<file path="config.mk">
export PLATFORM = sky130hd
export DESIGN_NAME = seg_xlate
export DESIGN_NICKNAME = d
export VERILOG_FILES = /design/src/rtl/segx_pkg.sv /design/src/rtl/segx_cfg_regs.sv /design/src/rtl/segx_judge.sv /design/src/rtl/segx_walker.sv /design/src/rtl/seg_xlate.sv
export SDC_FILE = /design/constraint.sdc
export NUM_CORES = 1
export LEC_CHECK = 0
export BUFFER_PORTS_ARGS = -buffer_cell sky130_fd_sc_hd__buf_2
export CORE_ASPECT_RATIO = 1.25
export CORE_MARGIN = 3
export CORE_UTILIZATION = 50
export DETAILED_ROUTE_END_ITERATION = 8
export GPL_TIMING_DRIVEN = 0
export HOLD_SLACK_MARGIN = 0.02
export PLACE_DENSITY = 0.7
export SETUP_SLACK_MARGIN = 0.1
export SKIP_LAST_GASP = 1
export SYNTH_ARGS = -nofsm -noshare
export SYNTH_HDL_FRONTEND = slang
export SYNTH_SLANG_ARGS = --single-unit
</file>
<file path="constraint.sdc">
create_clock -name clk -period 3.05 [get_ports clk]
set_input_delay 0.61 -clock clk [delete_from_list [all_inputs] [get_ports clk]]
set_output_delay 0.61 -clock clk [all_outputs]
set_load 0.02 [all_outputs]
</file>
<file path="src/rtl/segx_pkg.sv">
package segx_pkg;
  localparam int SEG_W  = 16;
  localparam int OFF_W  = 16;
  localparam int ADDR_W = 32;
  localparam int LIM_W  = 16;
  localparam int ATTR_W = LIM_W + 4;

  localparam int BIT_PRESENT = LIM_W;
  localparam int BIT_RD      = LIM_W + 1;
  localparam int BIT_WR      = LIM_W + 2;
  localparam int BIT_EX      = LIM_W + 3;

  typedef enum logic [1:0] {
    FLT_LEN     = 2'd0,
    FLT_ABSENT  = 2'd1,
    FLT_LIMIT   = 2'd2,
    FLT_PERM    = 2'd3
  } fault_e;

  typedef enum logic [1:0] {
    ACC_READ  = 2'd0,
    ACC_WRITE = 2'd1,
    ACC_EXEC  = 2'd2,
    ACC_RSVD  = 2'd3
  } access_e;

  typedef struct packed {
    logic [ADDR_W-1:0] base;
    logic [LIM_W-1:0]  limit;
    logic              present;
    logic              may_rd;
    logic              may_wr;
    logic              may_ex;
  } seg_desc_t;

  function automatic seg_desc_t unpack_desc(input logic [ADDR_W-1:0] w0,
                                            input logic [ATTR_W-1:0] w1);
    seg_desc_t d;
    d.base    = w0;
    d.limit   = w1[LIM_W-1:0];
    d.present = w1[BIT_PRESENT];
    d.may_rd  = w1[BIT_RD];
    d.may_wr  = w1[BIT_WR];
    d.may_ex  = w1[BIT_EX];
    return d;
  endfunction

  function automatic logic access_allowed(input access_e acc, input seg_desc_t d);
    case (acc)
      ACC_READ:  return d.may_rd;
      ACC_WRITE: return d.may_wr;
      ACC_EXEC:  return d.may_ex;
      default:   return 1'b0;
    endcase
  endfunction

  function automatic logic [ADDR_W-1:0] desc_addr(input logic [ADDR_W-1:0] tbl,
                                                  input logic [SEG_W-1:0] seg);
    return tbl + (ADDR_W'(seg) << 3);
  endfunction

  function automatic logic [ADDR_W-1:0] phys_addr(input logic [ADDR_W-1:0] base,
                                                  input logic [OFF_W-1:0] off);
    return base + ADDR_W'(off);
  endfunction
endpackage

</file>
<file path="src/rtl/segx_cfg_regs.sv">
module segx_cfg_regs
  import segx_pkg::*;
#(
  parameter int AW = ADDR_W,
  parameter int SW = SEG_W,
  localparam int LW = SW + 1
) (
  input  logic          clk,
  input  logic          rst_n,
  input  logic          cfg_we,
  input  logic          cfg_priv,
  input  logic          cfg_sel,
  input  logic [AW-1:0] cfg_wdata,
  output logic [AW-1:0] tbl_base,
  output logic [LW-1:0] tbl_len
);
  logic commit;
  assign commit = cfg_we && cfg_priv;

  always_ff @(posedge clk or negedge rst_n) begin
    if (!rst_n) begin
      tbl_base <= '0;
      tbl_len  <= '0;
    end else if (commit) begin
      if (cfg_sel) tbl_len  <= cfg_wdata[LW-1:0];
      else         tbl_base <= cfg_wdata;
    end
  end
endmodule

</file>
<file path="src/rtl/segx_judge.sv">
module segx_judge
  import segx_pkg::*;
#(
  parameter int AW = ADDR_W,
  parameter int OW = OFF_W
) (
  input  logic [AW-1:0]     word0,
  input  logic [ATTR_W-1:0] word1,
  input  logic [OW-1:0]     off,
  input  access_e           acc,
  output logic              ok,
  output fault_e            fault,
  output logic [AW-1:0]     paddr
);
  seg_desc_t d;
  assign d = unpack_desc(word0, word1);

  always_comb begin
    ok    = 1'b0;
    fault = FLT_ABSENT;
    if (!d.present)                    fault = FLT_ABSENT;
    else if (off >= d.limit)           fault = FLT_LIMIT;
    else if (!access_allowed(acc, d))  fault = FLT_PERM;
    else begin
      ok    = 1'b1;
      fault = FLT_LEN;
    end
  end

  assign paddr = ok ? phys_addr(d.base, off) : '0;
endmodule

</file>
<file path="src/rtl/segx_walker.sv">
module segx_walker
  import segx_pkg::*;
#(
  parameter int AW = ADDR_W,
  parameter int SW = SEG_W,
  parameter int OW = OFF_W,
  localparam int LW = SW + 1
) (
  input  logic              clk,
  input  logic              rst_n,
  input  logic              req_valid,
  input  logic [SW-1:0]     req_seg,
  input  logic [OW-1:0]     req_off,
  input  access_e           req_acc,
  input  logic [AW-1:0]     tbl_base,
  input  logic [LW-1:0]     tbl_len,
  output logic              req_ready,
  output logic              len_fault,
  output logic              mem_req,
  output logic [AW-1:0]     mem_addr,
  input  logic              mem_ack,
  input  logic [AW-1:0]     mem_rdata,
  output logic [AW-1:0]     word0,
  output logic [ATTR_W-1:0] word1,
  output logic [OW-1:0]     off_q,
  output access_e           acc_q,
  input  logic              judge_ok,
  input  fault_e            judge_fault,
  input  logic [AW-1:0]     judge_paddr,
  output logic              rsp_valid,
  output logic              rsp_ok,
  output fault_e            rsp_fault,
  output logic [AW-1:0]     rsp_paddr
);
  typedef enum logic [1:0] {W_IDLE, W_RD0, W_RD1, W_JUDGE} wstate_e;
  wstate_e       state;
  logic [AW-1:0] ent_addr;
  logic          accept;

  assign req_ready = (state == W_IDLE);
  assign accept    = req_valid && req_ready;
  assign len_fault = accept && ({1'b0, req_seg} >= tbl_len);
  assign mem_req   = (state == W_RD0) || (state == W_RD1);
  assign mem_addr  = (state == W_RD1) ? ent_addr + AW'(4) : ent_addr;

  always_ff @(posedge clk or negedge rst_n) begin
    if (!rst_n) begin
      state     <= W_IDLE;
      ent_addr  <= '0;
      word0     <= '0;
      word1     <= '0;
      off_q     <= '0;
      acc_q     <= ACC_READ;
      rsp_valid <= 1'b0;
      rsp_ok    <= 1'b0;
      rsp_fault <= FLT_LEN;
      rsp_paddr <= '0;
    end else begin
      rsp_valid <= 1'b0;
      case (state)
        W_IDLE: if (accept) begin
          if (len_fault) begin
            rsp_valid <= 1'b1;
            rsp_ok    <= 1'b0;
            rsp_fault <= FLT_LEN;
            rsp_paddr <= '0;
          end else begin
            ent_addr <= desc_addr(tbl_base, req_seg);
            off_q    <= req_off;
            acc_q    <= req_acc;
            state    <= W_RD0;
          end
        end
        W_RD0: if (mem_ack) begin
          word0 <= mem_rdata;
          state <= W_RD1;
        end
        W_RD1: if (mem_ack) begin
          word1 <= mem_rdata[ATTR_W-1:0];
          state <= W_JUDGE;
        end
        default: begin
          rsp_valid <= 1'b1;
          rsp_ok    <= judge_ok;
          rsp_fault <= judge_fault;
          rsp_paddr <= judge_paddr;
          state     <= W_IDLE;
        end
      endcase
    end
  end
endmodule

</file>
<file path="src/rtl/seg_xlate.sv">
module seg_xlate
  import segx_pkg::*;
#(
  parameter int AW = ADDR_W,
  parameter int SW = SEG_W,
  parameter int OW = OFF_W,
  localparam int LW = SW + 1
) (
  input  logic          clk,
  input  logic          rst_n,
  input  logic          cfg_we,
  input  logic          cfg_priv,
  input  logic          cfg_sel,
  input  logic [AW-1:0] cfg_wdata,
  input  logic          req_valid,
  output logic          req_ready,
  input  logic [SW-1:0] req_seg,
  input  logic [OW-1:0] req_off,
  input  logic [1:0]    req_acc,
  output logic          mem_req,
  output logic [AW-1:0] mem_addr,
  input  logic          mem_ack,
  input  logic [AW-1:0] mem_rdata,
  output logic          rsp_valid,
  output logic          rsp_ok,
  output logic [1:0]    rsp_fault,
  output logic [AW-1:0] rsp_paddr
);
  logic [AW-1:0]     tbl_base;
  logic [LW-1:0]     tbl_len;
  logic              len_fault;
  logic [AW-1:0]     word0;
  logic [ATTR_W-1:0] word1;
  logic [OW-1:0]     off_q;
  access_e           acc_q;
  logic              judge_ok;
  fault_e            judge_fault;
  logic [AW-1:0]     judge_paddr;
  fault_e            rsp_fault_e;

  segx_cfg_regs #(.AW(AW), .SW(SW)) u_cfg (
    .clk(clk), .rst_n(rst_n), .cfg_we(cfg_we), .cfg_priv(cfg_priv),
    .cfg_sel(cfg_sel), .cfg_wdata(cfg_wdata),
    .tbl_base(tbl_base), .tbl_len(tbl_len)
  );

  segx_walker #(.AW(AW), .SW(SW), .OW(OW)) u_walk (
    .clk(clk), .rst_n(rst_n),
    .req_valid(req_valid), .req_seg(req_seg), .req_off(req_off),
    .req_acc(access_e'(req_acc)),
    .tbl_base(tbl_base), .tbl_len(tbl_len),
    .req_ready(req_ready), .len_fault(len_fault),
    .mem_req(mem_req), .mem_addr(mem_addr), .mem_ack(mem_ack), .mem_rdata(mem_rdata),
    .word0(word0), .word1(word1), .off_q(off_q), .acc_q(acc_q),
    .judge_ok(judge_ok), .judge_fault(judge_fault), .judge_paddr(judge_paddr),
    .rsp_valid(rsp_valid), .rsp_ok(rsp_ok), .rsp_fault(rsp_fault_e), .rsp_paddr(rsp_paddr)
  );

  segx_judge #(.AW(AW), .OW(OW)) u_judge (
    .word0(word0), .word1(word1), .off(off_q), .acc(acc_q),
    .ok(judge_ok), .fault(judge_fault), .paddr(judge_paddr)
  );

  assign rsp_fault = rsp_fault_e;
endmodule

</file>
## Word level (Yosys, flattened, before mapping)

Cells that the tools add are included.

| cells by class | value |
|---|---|
| add/sub/neg operators | 3 |
| magnitude comparators | 2 |
| eq/ne operators | 9 |
| multiplexer cells | 28 |
| bitwise operators | 3 |
| reductions and logical operators | 14 |

Operators with widths:

| kind | number |
|---|---|
| two-way mux 32 bit | 4 |
| case mux 32 bit (2 select lines) | 1 |
| adder 32 x 16 -> 32 bit | 1 |
| adder 32 x 19 -> 32 bit | 1 |
| adder 32 x 3 -> 32 bit (second input constant) | 1 |
| two-way mux 2 bit | 9 |
| greater-or-equal comparator 16 x 17 -> 1 bit | 1 |
| greater-or-equal comparator 16 bit | 1 |
| != test 2 bit (second input constant) | 5 |
| two-way mux 1 bit | 9 |
| AND reduction 2 bit | 4 |
| case mux 2 bit (3 select lines) | 1 |
| AND reduction 3 bit | 2 |
| equality test 2 x 1 -> 1 bit (second input constant) | 2 |
| equality test 2 bit (second input constant) | 2 |
| zero test 2 bit | 2 |
| case mux 1 bit (2 select lines) | 2 |
| case mux 2 bit (2 select lines) | 1 |
| AND reduction 4 bit | 1 |
| logical AND 1 bit | 3 |
| NOT 1 bit | 3 |
| case mux 1 bit (3 select lines) | 1 |
| OR reduction 2 bit | 1 |
| logical OR 1 bit | 1 |

| storage, ports and cells | value |
|---|---|
| register bits after elaboration | 189 |
| input port bits | 105 |
| word-level logic and storage cells | 71 |

## Longest topological paths before layout

Gate-level depths: netlist of the first run.

| depth | value |
|---|---|
| depth after elaboration | 9 |
| mapped depth | 12 |

## Modules after synthesis

Synthesis of the first run repeated with hierarchy kept, for this count alone.

| unflattened totals | value |
|---|---|
| cells, all modules | 1,130 |
| area total of the unflattened synthesis | 11,360.9 µm² |

Modules (own cells, without submodules):

| module | times used | cells an instance | area each (µm²) | seq. area each (µm²) |
|---|---|---|---|---|
| segx_walker | 1 | 715 | 7,333.3 | 3,503.4 |
| segx_judge | 1 | 311 | 2,016.9 | 0.0 |
| segx_cfg_regs | 1 | 104 | 2,010.7 | 1,226.2 |

## Least setup slack after synthesis of the first run

OpenSTA, ideal clock, no wires.

| path | value |
|---|---|
| kind | reg-to-output |
| from | reg u_walk.state[0] |
| to | out mem_addr[28] |
| arrival | 2,196 ps |
| required time | 2,440 ps |
| setup slack | 244 ps |
| stages on the path, launching flop included | 10 |
| cells stage by stage | dfrtp_1 -> inv_1 -> ha_1 -> buf_2 -> nand4_1 -> nor2_1 -> nand2_1 -> nor3_1 -> nand3_1 -> xnor2_1 |

| on the way | value |
|---|---|
| longest elaborated chain between the ends | 2 |

RTL lines:

| what | line | text |
|---|---|---|
| start: declaration | segx_walker.sv:36 | `wstate_e state;` |
| start signal: assignment | segx_walker.sv:48 | `state <= W_IDLE;` |
| start signal: assignment | segx_walker.sv:71 | `state <= W_RD0;` |
| start signal: assignment | segx_walker.sv:76 | `state <= W_RD1;` |
| equality test 2 bit | segx_walker.sv:44 | `assign mem_addr = (state == W_RD1) ? ent_addr + AW'(4) : ent_addr;` |
| two-way mux 32 bit | segx_walker.sv:44 |  |
| end: declaration | seg_xlate.sv:21 | `output logic [AW-1:0] mem_addr,` |

No other way between the ends.

## Worst setup path in the final report of the first run

Ends and elaborated chain as after synthesis.

==> flow_summary.ini, run 1 <==
[clock_network]
clkSlewWorstSetupHoldPaths_ns = 0.07
cts_htree_levels = 4
cts_tree = yes
clock_sinks = 189
cts_buffers = 17
clk_latency_ns = 0.43
hold_buffers = 0
cts_root_buffer = clkbuf_16
ctsLongestPathBuffers = 2

[critical_path]
end_kind = output port
cpPeakStageDelay_ns = 0.39
r2r_cells = 11
rrSetupSlack_ns = 0.27
slowest_stage = dfrtp_1
path_cells = inv_2 -> ha_4 -> buf_6 -> nand4_1 -> nor2_4 -> nand2_4 -> nor3_4 -> nand3_1 -> xnor2_1 -> buf_4
cp_num_buf_inv = 3
startpoint_type = flip-flop
cp_top_family = simple AND/OR/NAND/NOR gates
critical_path.max_fanout = 4
rr_startpoint = u_cfg.tbl_base[3]
reg2reg_to = u_walk.ent_addr[25]
worstSetupPathType = reg -> out
cp.depth = 10
critPathRequiredTime_ns = 2.44
arrival_ns = 2.34

[place]
hpwl_mm = 17.90
place_ws_ns = -0.2661
io_buffers = 174
finalWeightedCongestion = 0.9006
dp_cells = 1363
place_area_sq_um = 11690

[detailed_routing]
ant_nets = 0
drt_iter0_drc = 212
drc = 0
via_per_inst = 5.332
num_vias = 7540
first_pass_iters = 4
routed_wl_mm = 23.24
post_drt_wl_per_cell_um = 16.44

[sta]
rsz0062_at_grt = yes
hold_viol = 0
max_freq_ghz = 0.3389
fin_crit_sh_pct = 96.74
worstMarginPinSlew_ns = 0.6925
finalSetupTns_ns = 0
slew_headroom_pct = 53.83
period_minus_slack_ns = 2.951
finClkSkew_ns = 0.01088
fin_ws_ns = 0.09943
report.final.setup_viol = 0
drv_slew = 0

[logic_synthesis]
syn_inst = 918
synth.net_count = 1094
async_reset_ff_share_pct = 100.0
ys_top_cells_by_area = dfrtp_1 45%, mux2_2 13%, ha_1 8.3%
ys_ff_latch = 189
synth_edf_count = 0
yosysTopAreaCell = dfrtp_1
synth.distinct_cells = 64
yosysSeqAreaShare_pct = 45.29
synth_area_sq_um = 10440
synth_top_area_share_pct = 45.29
synth_top_flop_cell = dfrtp_1
ys_warn_count = 0
avgSynthCellArea_sq_um = 11.38

[global_route]
antenna_found_initial = 1
overflow = 0
grt_usage_pct = 20.96
grt_pass1_vias = 7862
grt_max_degree = 107
grt_pass1_wl_mm = 38.11

[power_and_ir_drop]
swShare_pct = 40.13
p_int_mw = 7.576
combPwrFrac_pct = 48.7
p_sw_mw = 5.079
pwr-share-clk_pct = 18.1
p_leak_nw = 6.146
power_mw = 12.66
cellPowerDensity_nw_per_um2 = 1002
p_seq_share_pct = 33.2
vdd_drop_max_mv = 0.4813

[layout]
finalNonFillerCells = 1414
nNetsFinal = 1305
nFillCells = 1691
drive_above_1_share_pct = 35.90
design_area_sq_um = 12630
synthToLayoutAreaGrowth_pct = 20.92

[die]
ios = 175
die_height_um = 167.6
num_rows = 58
core_area_sq_um = 20320
initial_utilization_pct = 51.39
die_w_um = 135.3
dieArea_sq_um = 22670

[flow_run]
maxCapViolCount = 0

[min_path]
min_path_type = in -> async

[run_status]
status = complete, no violations
## through the flow
stage	util, %	hold slack (ns)
floorplan	-	0.3144
global placement	57.34	0.4570
detailed placement	57.52	0.4610
CTS	61.26	0.1785
global route	62.13	0.1862
finish	62.14	0.1464
## logic make-up (layout without fill, tap and decap cells)
kind of cell | after synthesis | in the layout | synth area share [%]
XOR/XNOR | 82 | 82 | 6.878
AO/OA/AOI/OAI | 186 | 186 | 12.74
other | 0 | 2 | 0
adder cells (fa/ha/maj) | 71 | 71 | 8.651
flip-flops | 189 | 189 | 45.29
AND/OR/NAND/NOR | 182 | 182 | 8.663
multiplexers | 129 | 129 | 14.14
buffers and inverters | 79 | 303 | 3.643
## cell usage in the layout (no fill, tap or decap), drive strengths merged, types with 18 or more instances in the layout
| master | n |
|---|---|
| buf | 213 |
| a22o | 31 |
| nor2 | 29 |
| nand2 | 60 |
| inv | 54 |
| clkbuf | 26 |
| ha | 69 |
| nand3 | 26 |
| a21oi | 37 |
| xor2 | 31 |
| dfrtp | 189 |
| a21o | 18 |
| o21ai | 45 |
| xnor2 | 51 |
| mux2 | 127 |
## worst max path at each step
stage                    start                 end  slack (ns)
2_1_floorplan  u_walk.state[0]        mem_addr[28]        0.24
3_3_place_gp             rst_n  u_cfg.tbl_base[25]       -1.70
3_5_place_dp   u_walk.state[0]        mem_addr[28]       -0.27
4_1_cts        u_walk.state[0]        mem_addr[28]        0.08
5_1_grt        u_walk.state[0]        mem_addr[28]       -0.05
6_report       u_walk.state[0]        mem_addr[28]         0.1
## routing by layer
layer	global-route usage (%)	vias to the layer above	share of wire, %
li1	-	3693	-
met1	24.45	3652	40
met2	37.85	157	52
met3	4.357	38	5.1
met4	7.409	0	2.6
met5	0	-	0
## state kept, by name, indices dropped and copies added (netlist names)
name and flops:
u_walk.acc_q 2, u_walk.rsp_ok 1, u_walk.rsp_valid 1, u_walk.ent_addr 32, u_cfg.tbl_len 17, u_walk.word0 32, u_walk.rsp_fault 2, u_walk.state 2
u_walk.word1 20, u_walk.off_q 16, u_walk.rsp_paddr 32, u_cfg.tbl_base 32
## synthesized netlist by cell type (3+ instances only)
| library cell | n |
|---|---|
| buf_4 | 3 |
| a31oi_1 | 5 |
| nor2b_1 | 5 |
| a21boi_1 | 5 |
| o21a_1 | 7 |
| o21bai_1 | 7 |
| xor2_1 | 31 |
| clkbuf_1 | 9 |
| mux2_2 | 119 |
| a21boi_0 | 3 |
| a211oi_1 | 3 |
| buf_2 | 4 |
| o21ai_1 | 21 |
| nor2_1 | 29 |
| nand4_1 | 11 |
| buf_1 | 5 |
| a21o_1 | 18 |
| nand2b_1 | 4 |
| o211ai_2 | 7 |
| nand2_1 | 59 |
| a21oi_1 | 36 |
| nand3b_1 | 3 |
| mux2_4 | 7 |
| dfrtp_1 | 189 |
| o21ai_0 | 24 |
| ha_1 | 69 |
| buf_6 | 9 |
| and3_1 | 15 |
| nand3_1 | 25 |
| xnor2_1 | 51 |
| inv_1 | 49 |
| a22o_1 | 31 |
| nor3_1 | 15 |
## power groups by stage
stage,clock network (mW),logic (mW),registers (mW)
after floorplan,0,4.41,4.15
after global placement,0,5.79,4.19
after detailed placement,0,5.93,4.22
after CTS,2.33,6.05,4.18
after global routing,2.43,6.86,4.35
final,2.29,6.17,4.20
## what timing repair did
action                                  CTS  global route
resized for setup                        21            25
endpoints found under the setup margin   29            31
buffers inserted                          8             9
pin swaps                                 8            12
## layout make-up
class                   count  area, sq um  share of cell area, %
clock buffers              17        425.4                  3.369
clock inverters            15        182.7                  1.447
inverters                  49        183.9                  1.457
flip-flops and latches    189         4730                  37.46
well taps                 270        337.8                  2.675
repair buffers            192         1066                  8.442
multi-input cells         650         5494                  43.51
diodes                      2        5.005                0.03964
plain buffers              30        202.7                  1.605
Note: power is estimated with default switching activity, not from simulation.
==> inputs of run 2 (changes only) <==
CORE_UTILIZATION = 57   (was 50)
PLACE_DENSITY = 0.79   (was 0.7)
==> run 2 against run 1 <==
Effect of this change: flip-flop and latch count is the same; die area shrank 12%; clock power grew 5%; critical path type unchanged; largest cell class unchanged; fmax grew 1.6%; largest power group unchanged; power grew 0.35%; first-iteration DRC count grew 51%.
==> flow_summary.ini, run 2 (same netlist as run 1, synthesis figures left out) <==
[global_route]
antenna_found_initial = 0
grt_max_degree = 100
grt_usage_pct = 23.48
overflow = 0
grt_pass1_vias = 7751
grt_pass1_wl_mm = 37.54

[power_and_ir_drop]
p_leak_nw = 6.096
p_seq_share_pct = 33.2
pwr-share-clk_pct = 19.0
swShare_pct = 39.31
cellPowerDensity_nw_per_um2 = 1017
power_mw = 12.70
combPwrFrac_pct = 47.9
p_int_mw = 7.707
vdd_drop_max_mv = 0.4850
p_sw_mw = 4.992

[sta]
hold_viol = 0
max_freq_ghz = 0.3445
fin_crit_sh_pct = 95.18
fin_ws_ns = 0.1469
rsz0062_at_grt = yes
slew_headroom_pct = 53.70
drv_slew = 0
worstMarginPinSlew_ns = 0.6946
whs_ns = 0.1795
finClkSkew_ns = 0.01272
period_minus_slack_ns = 2.903
report.final.setup_viol = 0

[critical_path]
critPathLaunch = u_walk.state[0]
cpPeakStageDelay_ns = 0.40
slowest_stage = dfrtp_1
startpoint_type = flip-flop
critical_path.max_fanout = 4
critPathRequiredTime_ns = 2.44
r2r_cells = 11
end_kind = output port
cp_top_family = simple AND/OR/NAND/NOR gates
arrival_ns = 2.29
reg2reg_to = u_walk.ent_addr[25]
rr_startpoint = u_cfg.tbl_base[3]
rrSetupSlack_ns = 0.30
cp_num_buf_inv = 3
worstSetupPathType = reg -> out
path_cells = inv_2 -> ha_4 -> buf_6 -> nand4_1 -> nor2_4 -> nand2_4 -> nor3_4 -> nand3_1 -> xnor2_1 -> buf_4
cp.depth = 10

[layout]
final_common_cell = dfrtp_1
synthToLayoutAreaGrowth_pct = 19.54
mostFrequentLayoutCells = 189 x dfrtp_1, 171 x buf_2, 119 x mux2_2
fin_util_pct = 70.52
drive_above_1_share_pct = 34.71
nFillCells = 1314
finalNonFillerCells = 1362
nNetsFinal = 1298

[die]
core_area_sq_um = 17700
num_rows = 54
initial_utilization_pct = 58.99
dieArea_sq_um = 19990
ios = 175
die_height_um = 157.3
die_w_um = 127.1

[clock_network]
clock_sinks = 189
clkSlewWorstSetupHoldPaths_ns = 0.07
clk_latency_ns = 0.43
cts_htree_levels = 4
cts_tree = yes
cts_root_buffer = clkbuf_16
cts_buffers = 17
ctsLongestPathBuffers = 2

[place]
hpwl_mm = 17.65
place_ws_ns = -0.2499
finalWeightedCongestion = 0.9142
io_buffers = 174
dp_cells = 1317

[min_path]
min_path_type = in -> async

[detailed_routing]
drt_iter0_drc = 320
ant_nets = 0
first_pass_iters = 4
post_drt_wl_per_cell_um = 16.81
via_per_inst = 5.521
drc = 0
routed_wl_mm = 22.89
num_vias = 7519

[run_status]
status = complete, no violations

[flow_run]
maxCapViolCount = 0
==> run 2: power groups by stage <==
stage	combinational [mW]	sequential [mW]	clock (mW)
floorplan	4.41	4.15	0
global placement	5.74	4.18	0
global route	6.73	4.34	2.56
CTS	6.05	4.20	2.45
finish	6.08	4.21	2.41
detailed placement	5.92	4.23	0
==> run 2: what timing repair did <==
item / 4_1_cts / 5_1_grt
cloned: 0 / 0
hold buffers: 0 / 0
pin swaps: 5 / 8
setup buffers: 6 / 4
setup endpoints to repair: 22 / 25
resized for setup: 22 / 10
==> run 2: how the worst max path moves through the flow <==
stage / endpoint / slack (ns)
final: mem_addr[26] / 0.15
after global routing: mem_addr[26] / 0.01
after CTS: mem_addr[26] / 0.10
after detailed placement: mem_addr[26] / -0.25
after global placement: u_cfg.tbl_base[27] / -1.61
after floorplan: mem_addr[28] / 0.24
==> run 2: metal layers <==
metal / up-vias / wire, um / GRT usage, % / part of all wire, %
met5: - / 0 / 0 / 0
met4: 0 / 365 / 8.176 / 1.6
met3: 30 / 1022 / 4.311 / 4.5
met2: 156 / 12330 / 43.31 / 54
met1: 3651 / 9170 / 27.32 / 40
li1: 3682 / - / - / -
==> run 2: area by class of cell <==
cell class                      instances  area, sq um  area share, %
Antenna cell                            3        7.507        0.06014
Timing Repair Buffer                  185        996.0          7.978
Clock buffer                           21        460.4          3.688
Clock inverter                         11        178.9          1.433
Inverter                               49        183.9          1.473
Multi-Input combinational cell        650         5444          43.61
Tap cell                              224        280.3          2.245
Sequential cell                       189         4730          37.89
Buffer                                 30        202.7          1.624
==> run 2: metrics by stage <==
| stage | cell area [sq um] | TNS [ns] |
|---|---|---|
| final | 12480 | 0 |
| after CTS | 12410 | 0 |
| after global routing | 12480 | 0 |
| after floorplan | 10440 | 0 |
| after detailed placement | 11630 | -1.026 |
| after global placement | 11590 | -303.00 |
==> inputs of run 3 (changes only) <==
--- a/config.mk
+++ b/config.mk
@@ -7,4 +7,5 @@
 export LEC_CHECK = 0
 export BUFFER_PORTS_ARGS = -buffer_cell sky130_fd_sc_hd__buf_2
+export CAP_MARGIN = 40
 export CORE_ASPECT_RATIO = 1.25
 export CORE_MARGIN = 3
@@ -14,4 +15,5 @@
 export HOLD_SLACK_MARGIN = 0.02
 export PLACE_DENSITY = 0.79
+export REMOVE_ABC_BUFFERS = 1
 export SETUP_SLACK_MARGIN = 0.1
 export SKIP_LAST_GASP = 1
==> constraint.sdc (replaced) <==
create_clock -name clk -period 3.05 [get_ports clk]
set_input_delay 0.61 -clock clk [delete_from_list [all_inputs] [get_ports clk]]
set_output_delay 0.61 -clock clk [all_outputs]
set_load 0.1 [all_outputs]
==> run 3 against run 2 <==
Effect of this change: critical path depth shrank 1; design area grew 1.1%; sequential share of layout area shrank 0.39 points; worst setup slack lost 0.13 ns; register-to-register slack lost 0.03 ns; sequential power is essentially flat; non-clock buffer count shrank 22; largest cell class unchanged.
==> flow_summary.ini, run 3 (same netlist as run 1, synthesis figures left out) <==
[critical_path]
end_kind = output port
path_cells = inv_2 -> ha_4 -> nand4_1 -> nor2_4 -> nand2_4 -> nor3_4 -> nand3_1 -> xnor2_1 -> buf_6
worstSetupPathType = reg -> out
critical_path.max_fanout = 5
startpoint_type = flip-flop
cpPeakStageDelay_ns = 0.40
rrSetupSlack_ns = 0.27
arrival_ns = 2.42
slowest_stage = dfrtp_1
critPathRequiredTime_ns = 2.44

[clock_network]
ctsLongestPathBuffers = 2
clock_sinks = 189
cts_tree = yes
cts_root_buffer = clkbuf_16
clkSlewWorstSetupHoldPaths_ns = 0.08
cts_htree_levels = 4
cts_buffers = 17
clk_latency_ns = 0.43

[die]
ios = 175
dieArea_sq_um = 19990
die_w_um = 127.1
core_area_sq_um = 17700
die_height_um = 157.3
initial_utilization_pct = 58.99
num_rows = 54

[place]
hpwl_mm = 16.35
io_buffers = 174
finalWeightedCongestion = 0.8940

[sta]
finClkSkew_ns = 0.01614
fin_crit_sh_pct = 99.40
period_minus_slack_ns = 3.032
worstMarginPinSlew_ns = 0.8577
hold_viol = 0
drv_slew = 0
finalSetupTns_ns = 0
rsz0062_at_grt = yes
max_freq_ghz = 0.3299
report.final.setup_viol = 0
slew_headroom_pct = 42.62

[global_route]
grt_usage_pct = 22.33
overflow = 0
antenna_found_initial = 2
grt_max_degree = 106
grt_pass1_vias = 7582
grt_pass1_wl_mm = 36.01

[detailed_routing]
num_vias = 7476
drc = 0
ant_nets = 0
post_drt_wl_per_cell_um = 16.60
via_per_inst = 5.587
drt_iter0_drc = 400
first_pass_iters = 5
routed_wl_mm = 22.21

[layout]
final_common_cell = dfrtp_1
nNetsFinal = 1276
final-seq-area_sq_um = 4731
multi_input_area_sq_um = 5544
mostFrequentLayoutCells = 188 x dfrtp_1, 154 x buf_2, 119 x mux2_2
fin_util_pct = 71.27
nFillCells = 1306
drive_above_1_share_pct = 36.12
synthToLayoutAreaGrowth_pct = 20.81

[power_and_ir_drop]
p_leak_nw = 6.165
cellPowerDensity_nw_per_um2 = 1173
vdd_drop_max_mv = 0.8789

[min_path]
min_path_type = in -> async

[flow_run]
maxCapViolCount = 0

[run_status]
status = complete, no violations
## run 3: cell types whose count changed in the layout (fill, tap and decap cells not counted), sizes merged
cell	change
diode	-2
bufinv	-2
inv	+6
clkbuf	-11
buf	-15
## run 3: repair_timing
item                                   4_1_cts  5_1_grt
endpoints found under the hold margin        0        0
hold buffers                                 0        0
setup endpoints to repair                   41       64
setup buffers                                5        8
resized for setup                           49       33
pin swaps                                   10        6
## run 3: critical path, delay by kind of cell (launching register included)
| family | cells | cell delay, ns |
|---|---|---|
| buf+inv | 2 | 0.35 |
| simple gates | 5 | 0.85 |
| flops | 1 | 0.40 |
| fa+ha+maj | 1 | 0.15 |
| xor+xnor | 1 | 0.23 |
## run 3: area by class of cell
cell class	instances	share of cell area (%)
antenna	1	0.01984
clock buffer	17	3.372
clock inverter	15	1.498
inverter	49	1.458
multi-input combinational	650	43.95
sequential	189	37.50
tap	224	2.222
timing repair buffer	193	9.987
## run 3: power by group
group	leakage [nW]	internal (mW)	switching, mW
Clock	0.302	1.26	1.05
Sequential	2.32	3.44	0.788
Combinational	3.54	2.97	5.30
Total	6.17	7.67	7.14
## run 3: through the flow
| stage | std cells | total power [mW] | setup slack (ns) | hold WS, ns | cell area [sq um] |
|---|---|---|---|---|---|
| finish | 1338 | 14.80 | 0.01838 | 0.2015 | 12620 |
| global route | 1337 | 15.72 | -0.1297 | 0.2857 | 12610 |
| CTS | 1329 | 14.70 | 0.04388 | 0.2449 | 12400 |
| detailed placement | 1292 | 12.10 | -0.5211 | 0.4694 | 11550 |
| global placement | 1286 | 11.78 | -2.369 | 0.4560 | 11400 |
| floorplan | 888 | 10.42 | -1.098 | 0.3144 | 10250 |
## run 3: metal layers
metal,vias to the layer above,GRT usage (%),routed length [um]
li1,3638,-,-
met1,3637,26.00,8946
met2,172,40.69,11730
met3,27,5.431,1198
met4,2,6.745,327
met5,-,0,9
## run 3: final timing paths
check | start | to | cells after the start
hold reg to reg | u_walk.rsp_fault[1] | u_walk.rsp_fault[1] | 1
setup reg to reg | u_cfg.tbl_base[3] | u_walk.ent_addr[29] | 12
max in group asynchronous | rst_n | u_walk.ent_addr[18] | 2
min in group clk | cfg_wdata[20] | u_cfg.tbl_base[20] | 2
setup / recovery | u_walk.state[0] | mem_addr[30] | 9
hold / removal | rst_n | u_walk.off_q[0] | 1
